===== src/rtl/sft_pkg.sv =====
`timescale 1ns/1ps
package sft_pkg;

   localparam int FRAME_BITS = 32;
   localparam int CRC_W      = 4;
   localparam int BODY_BITS  = FRAME_BITS - CRC_W;
   localparam int HALVES     = 2 * FRAME_BITS;

   localparam logic [7:0] FRAME_HDR = 8'b1001_0000;

   typedef struct packed {
      logic [4:0] level;
      logic       err;
      logic       soft_rst;
      logic       under_test;
      logic       binfo_u;
      logic       binfo_m;
      logic       plt_u;
      logic       plt_m;
      logic [3:0] card;
   } ctrl_word_t;

   localparam ctrl_word_t SAFE_WORD = '{
      level:      5'd31,
      err:        1'b1,
      soft_rst:   1'b0,
      under_test: 1'b0,
      binfo_u:    1'b1,
      binfo_m:    1'b1,
      plt_u:      1'b0,
      plt_m:      1'b0,
      card:       4'd0
   };

endpackage


===== src/rtl/sft_compose.sv =====
`timescale 1ns/1ps
module sft_compose
   import sft_pkg::*;
(
   input  logic                 link_lost,
   input  ctrl_word_t           live_word,
   input  logic                 toggle_bit,
   output ctrl_word_t           word_out,
   output logic [BODY_BITS-1:0] body
);

   always_comb begin
      if (link_lost) word_out = SAFE_WORD;
      else           word_out = live_word;
   end

   assign body = {FRAME_HDR, word_out, toggle_bit, 3'b000};

endmodule


===== src/rtl/sft_crc.sv =====
`timescale 1ns/1ps
module sft_crc #(
   parameter int           W    = 4,
   parameter int           N    = 28,
   parameter logic [W-1:0] POLY = 4'b0011,
   parameter logic [W-1:0] INIT = '0
) (
   input  logic [N-1:0] data,
   output logic [W-1:0] crc
);

   if (W < 2)        begin : g_bad_w   $error("sft_crc: W must be at least 2");  end
   if (N < 1)        begin : g_bad_n   $error("sft_crc: N must be positive");    end
   if (POLY[0] != 1) begin : g_bad_p   $error("sft_crc: POLY needs a unit term"); end

   for (genvar i = 0; i < N; i++) begin : g_stage
      logic [W-1:0] prev;
      logic [W-1:0] nxt;
      logic         fb;
      if (i == 0) begin : g_first
         assign prev = INIT;
      end else begin : g_next
         assign prev = g_stage[i-1].nxt;
      end
      assign fb  = data[N-1-i] ^ prev[W-1];
      assign nxt = {prev[W-2:0], 1'b0} ^ (fb ? POLY : '0);
   end

   assign crc = g_stage[N-1].nxt;

endmodule


===== src/rtl/sft_serializer.sv =====
`timescale 1ns/1ps
module sft_serializer
   import sft_pkg::*;
#(
   parameter int HALF_CYC   = 20,
   parameter bit ONE_RISING = 1'b1
) (
   input  logic                  clk,
   input  logic                  rst_n,
   input  logic                  load,
   input  logic [FRAME_BITS-1:0] frame,
   output logic                  busy,
   output logic [5:0]            half_idx,
   output logic                  step,
   output logic                  line
);

   localparam int DIV_W = (HALF_CYC > 1) ? $clog2(HALF_CYC) : 1;
   localparam logic [DIV_W-1:0] DIV_LAST = DIV_W'(HALF_CYC - 1);
   localparam logic [5:0]       HALF_LAST = 6'(HALVES - 1);

   if (HALF_CYC < 1) begin : g_bad_half $error("sft_serializer: HALF_CYC must be positive"); end

   logic [DIV_W-1:0]      div_q;
   logic [FRAME_BITS-1:0] sh_q;
   logic                  cur;

   assign step = busy && (div_q == DIV_LAST);

   always_ff @(posedge clk) begin
      if (!rst_n) begin
         busy     <= 1'b0;
         sh_q     <= '0;
         half_idx <= '0;
         div_q    <= '0;
      end else if (load && !busy) begin
         busy     <= 1'b1;
         sh_q     <= frame;
         half_idx <= '0;
         div_q    <= '0;
      end else if (busy) begin
         if (div_q == DIV_LAST) begin
            div_q    <= '0;
            half_idx <= half_idx + 6'd1;
            if (half_idx[0]) sh_q <= {sh_q[FRAME_BITS-2:0], 1'b0};
            if (half_idx == HALF_LAST) busy <= 1'b0;
         end else begin
            div_q <= div_q + DIV_W'(1);
         end
      end
   end

   if (ONE_RISING) begin : g_rise_one
      assign cur = half_idx[0] ? sh_q[FRAME_BITS-1] : ~sh_q[FRAME_BITS-1];
   end else begin : g_fall_one
      assign cur = half_idx[0] ? ~sh_q[FRAME_BITS-1] : sh_q[FRAME_BITS-1];
   end

   assign line = busy & cur;

endmodule


===== src/rtl/status_frame_tx.sv =====
`timescale 1ns/1ps
module status_frame_tx
   import sft_pkg::*;
#(
   parameter int           CLK_HZ     = 40_000_000,
   parameter int           BIT_HZ     = 1_000_000,
   parameter bit           ONE_RISING = 1'b1,
   parameter logic [3:0]   CRC_POLY   = 4'b0011,
   parameter logic [3:0]   CRC_INIT   = 4'b0000
) (
   input  logic       clk,
   input  logic       rst_n,
   input  logic       frame_start,
   input  logic       level_update,
   input  logic       link_lost,
   input  logic [4:0] energy_level,
   input  logic       err_flag,
   input  logic       soft_reset_req,
   input  logic       under_test,
   input  logic       binfo_unmask,
   input  logic       binfo_mask,
   input  logic       plt_unmask,
   input  logic       plt_mask,
   input  logic [3:0] card_sel,
   output logic       tx_line
);

   localparam int HALF_CYC = CLK_HZ / (2 * BIT_HZ);

   if (BIT_HZ < 1 || CLK_HZ % (2 * BIT_HZ) != 0 || HALF_CYC < 1) begin : g_bad_rate
      $error("status_frame_tx: CLK_HZ must be a positive multiple of 2*BIT_HZ");
   end

   logic       busy;
   logic       accept;
   logic       step;
   logic [5:0] half_idx;
   logic       toggle_q;
   logic       pend_q;
   logic       tog_next;

   ctrl_word_t           live_word;
   ctrl_word_t           word_sel;
   logic [BODY_BITS-1:0] body;
   logic [CRC_W-1:0]     crc;

   assign accept   = frame_start && !busy;
   assign tog_next = toggle_q ^ (pend_q | level_update);

   always_ff @(posedge clk) begin
      if (!rst_n) begin
         toggle_q <= 1'b0;
         pend_q   <= 1'b0;
      end else if (accept) begin
         toggle_q <= tog_next;
         pend_q   <= 1'b0;
      end else if (level_update) begin
         pend_q   <= 1'b1;
      end
   end

   assign live_word = '{
      level:      energy_level,
      err:        err_flag,
      soft_rst:   soft_reset_req,
      under_test: under_test,
      binfo_u:    binfo_unmask,
      binfo_m:    binfo_mask,
      plt_u:      plt_unmask,
      plt_m:      plt_mask,
      card:       card_sel
   };

   sft_compose u_compose (
      .link_lost  (link_lost),
      .live_word  (live_word),
      .toggle_bit (tog_next),
      .word_out   (word_sel),
      .body       (body)
   );

   sft_crc #(
      .W    (CRC_W),
      .N    (BODY_BITS),
      .POLY (CRC_POLY),
      .INIT (CRC_INIT)
   ) u_crc (
      .data (body),
      .crc  (crc)
   );

   sft_serializer #(
      .HALF_CYC   (HALF_CYC),
      .ONE_RISING (ONE_RISING)
   ) u_ser (
      .clk      (clk),
      .rst_n    (rst_n),
      .load     (accept),
      .frame    ({body, crc}),
      .busy     (busy),
      .half_idx (half_idx),
      .step     (step),
      .line     (tx_line)
   );

endmodule


===== config.mk =====
export PLATFORM = sky130hd
export DESIGN_NAME = status_frame_tx
export DESIGN_NICKNAME = d
export VERILOG_FILES = /design/src/rtl/sft_pkg.sv /design/src/rtl/sft_compose.sv /design/src/rtl/sft_crc.sv /design/src/rtl/sft_serializer.sv /design/src/rtl/status_frame_tx.sv
export SDC_FILE = /design/constraint.sdc
export NUM_CORES = 1
export LEC_CHECK = 0
export BUFFER_PORTS_ARGS = -buffer_cell sky130_fd_sc_hd__buf_4
export CORE_ASPECT_RATIO = 1.1
export CORE_MARGIN = 3
export CORE_UTILIZATION = 40
export CTS_CLUSTER_SIZE = 16
export DETAILED_ROUTE_END_ITERATION = 6
export PLACE_DENSITY = 0.64
export SLEW_MARGIN = 20
export SYNTH_ARGS = -nofsm -noshare
export SYNTH_HDL_FRONTEND = slang
export SYNTH_HIERARCHICAL = 1
export SYNTH_SLANG_ARGS = --single-unit
export TNS_END_PERCENT = 50

===== constraint.sdc =====
create_clock -name clk -period 3.8 [get_ports clk]
set_input_delay 0.76 -clock clk [delete_from_list [all_inputs] [get_ports clk]]
set_output_delay 0.76 -clock clk [all_outputs]
set_load 0.05 [all_outputs]

==> reports/qor.yml <==
power:
  power.share.switching: 0.2696
  p_seq_frac: 0.409
  power-per-cell-area_nw_per_um2: 428.3
  clkPwrFrac: 0.282
  intPower_w: 0.0009735
  ir_drop_mv: 0.2224
  combPwrFrac: 0.309
  p_sw_w: 0.0003593
  p_leak_nw: 1.216
clock_network:
  cts_buffers: 5
  cts_tree: "done"
  clock_path_buffers: 2
  cts_hold_buf: 0
  cts_resized: 0
  root_buffer: "clkbuf_8"
  cts.clk_slew.worst_paths_ps: 90
  post_cts_buffers: 0
  htreeDepth: 2
  cts.sinks: 46
  clock_latency_ps: 310
logic_synthesis:
  avgSynthCellArea_sq_um: 8.665
  syn_inst: 334
  yosysWarnings: 6
  syn_area_sq_um: 2894
floorplanning:
  fp.coreArea_sq_um: 6788
  dieArea_sq_um: 8293
  initial_core_util: 0.4264
  ios: 22
  row_count: 31
  die_y_um: 95.21
  die_w_um: 87.10
worst_setup_path:
  end_kind: "flop"
  crit_top_cell: "xnor2_1"
  crit_type: "primary input to flop"
  reg2reg_depth: 8
  startpoint_type: "primary input"
  crit_chain: "buf_4, or2_1, xnor2_1, xnor3_2, xnor2_1, xor3_4, o21ai_0, a21oi_1"
  cp_slowest_cell: "xnor3_2"
  crit_arrival_ps: 2930
  regToRegSetupSlack_ps: 1560
  reg2reg_to: "u_ser/sh_q[1]"
  r2r_start: "pend_q"
  critPathMaxStageDelay_ps: 500
  crit_path_max_fanout: 16
  crit_required_ps: 3990
final_layout:
  utilization: 0.4584
  antennaDiodeCount: 0
  regArea_sq_um: 920.9
  drive_gt1_frac: 0.1339
  multi_input_area_sq_um: 1773
  layoutNonFillerInstCount: 418
  area_growth_pct: 7.523
  nets: 358
  fillCellCount: 675
global_route:
  grtUsageMet3: 0.02593
  grt_max_degree: 39
  antenna_found_initial: 0
  grtUsageMet1: 0.2235
  grt-busiest-layer: "met2"
  overflow: 0
  grt_first_pass_wirelength_um: 10610
  gr-usage-met2: 0.2449
  grt_pass1_vias: 2149
  grt_usage: 0.1595
flow_run:
  cap_viol_max_count: 0
timing:
  rsz0062_at_grt: "false"
  hold_viol: 0
  fmax_ghz: 0.3655
  period_minus_slack_ps: 2736
  slew_viol_final: 0
  holdWs_ps: 468.2
  tightest_slew_ps: 543.8
  fin_skew_ps: 7.294
  setup_viol: 0
  finalCritPeriodShare: 0.7199
  relSlewSlack: 0.6369
  fin_setup_tns_ps: 0
route:
  ant_nets: 0
  drcViolationCount: 0
  vias: 2379
  routed_wl_um: 6330
  drtPass1Iterations: 5
  wl_per_cell_um: 15.14
  drt_iter0_markers: 262
  viasPerCell: 5.691
placed_design:
  dp_hpwl_um: 4023
  port-buffer-count: 21
  place.gp.congestion: 0.7754
  placed_cells: 410
hold_path:
  hold_depth: 1
  hold_class: "flop to flop"
  hold_end: "u_ser/busy"
  hold_start: "u_ser/half_idx[5]"
run_status:
  status: "complete, no violations"
[per-layer routing]
| metal | share of wire | up-vias | routed length [um] |
|---|---|---|---|
| met4 | 0.019 | 0 | 123 |
| li1 | - | 1182 | - |
| met2 | 0.47 | 59 | 2978 |
| met5 | 0 | - | 0 |
| met3 | 0.047 | 11 | 300 |
| met1 | 0.46 | 1127 | 2928 |
[cells in the final DEF (no fill, tap or decap), types with 3 or more instances in the layout]
cell	instances
nor2b_1	3
and2b_1	7
or2_1	8
buf_4	26
xor2_1	5
nand2_1	5
a31oi_1	32
nor3_1	3
nor2_1	3
xnor3_2	3
nand3_1	5
or4_1	3
o21ai_0	65
dfxtp_1	46
conb_1	11
xnor3_1	6
clkbuf_8	5
xnor2_1	27
a21oi_1	34
o31ai_1	3
o21ai_1	3
[critical path: cells and delay by family]
family	cells	cell delay [ps]
buf+inv	1	160
compound gates	2	240
simple gates	1	280
xor+xnor	4	1490
[power groups by stage]
stage                     Combinational, W  Sequential (W)  Clock (W)
after floorplan                   0.000382        0.000548          0
after global routing              0.000451        0.000550   0.000404
after detailed placement          0.000409        0.000556          0
after CTS                         0.000411        0.000545   0.000388
after global placement            0.000406        0.000555          0
final                             0.000412        0.000545   0.000375
[flip-flops by register name, indices dropped and copies added, names as in the netlist]
register,flops
pend_q,1
toggle_q,1
u_ser/busy,1
u_ser/div_q,5
u_ser/half_idx,6
u_ser/sh_q,32
[how the worst max path moves through the flow]
stage,end,slack (ps),startpoint
6_report,u_ser/sh_q[1],1060,link_lost
2_1_floorplan,u_ser/sh_q[2],930,link_lost
4_1_cts,u_ser/sh_q[2],1070,link_lost
5_1_grt,u_ser/sh_q[2],930,link_lost
3_3_place_gp,u_ser/sh_q[2],820,link_lost
3_5_place_dp,u_ser/sh_q[2],760,link_lost
[per-stage QoR]
step / total power (W) / worst slack, ps / instance area, sq um
floorplan: 0.0009292 / 934.0 / 2928
global placement: 0.0009606 / 816.3 / 2999
detailed placement: 0.0009646 / 759.0 / 2999
CTS: 0.001345 / 1071 / 3112
global route: 0.001406 / 932.6 / 3112
finish: 0.001333 / 1064 / 3112
[final cells by class]
type	instances	share of cell area
clock buffers	5	0.02212
clock inverters	3	0.01407
inverters	2	0.002413
multi-input cells	254	0.5698
flip-flops and latches	46	0.2959
well taps	82	0.03297
repair buffers	26	0.06273
(Power assumes the default switching activity.)
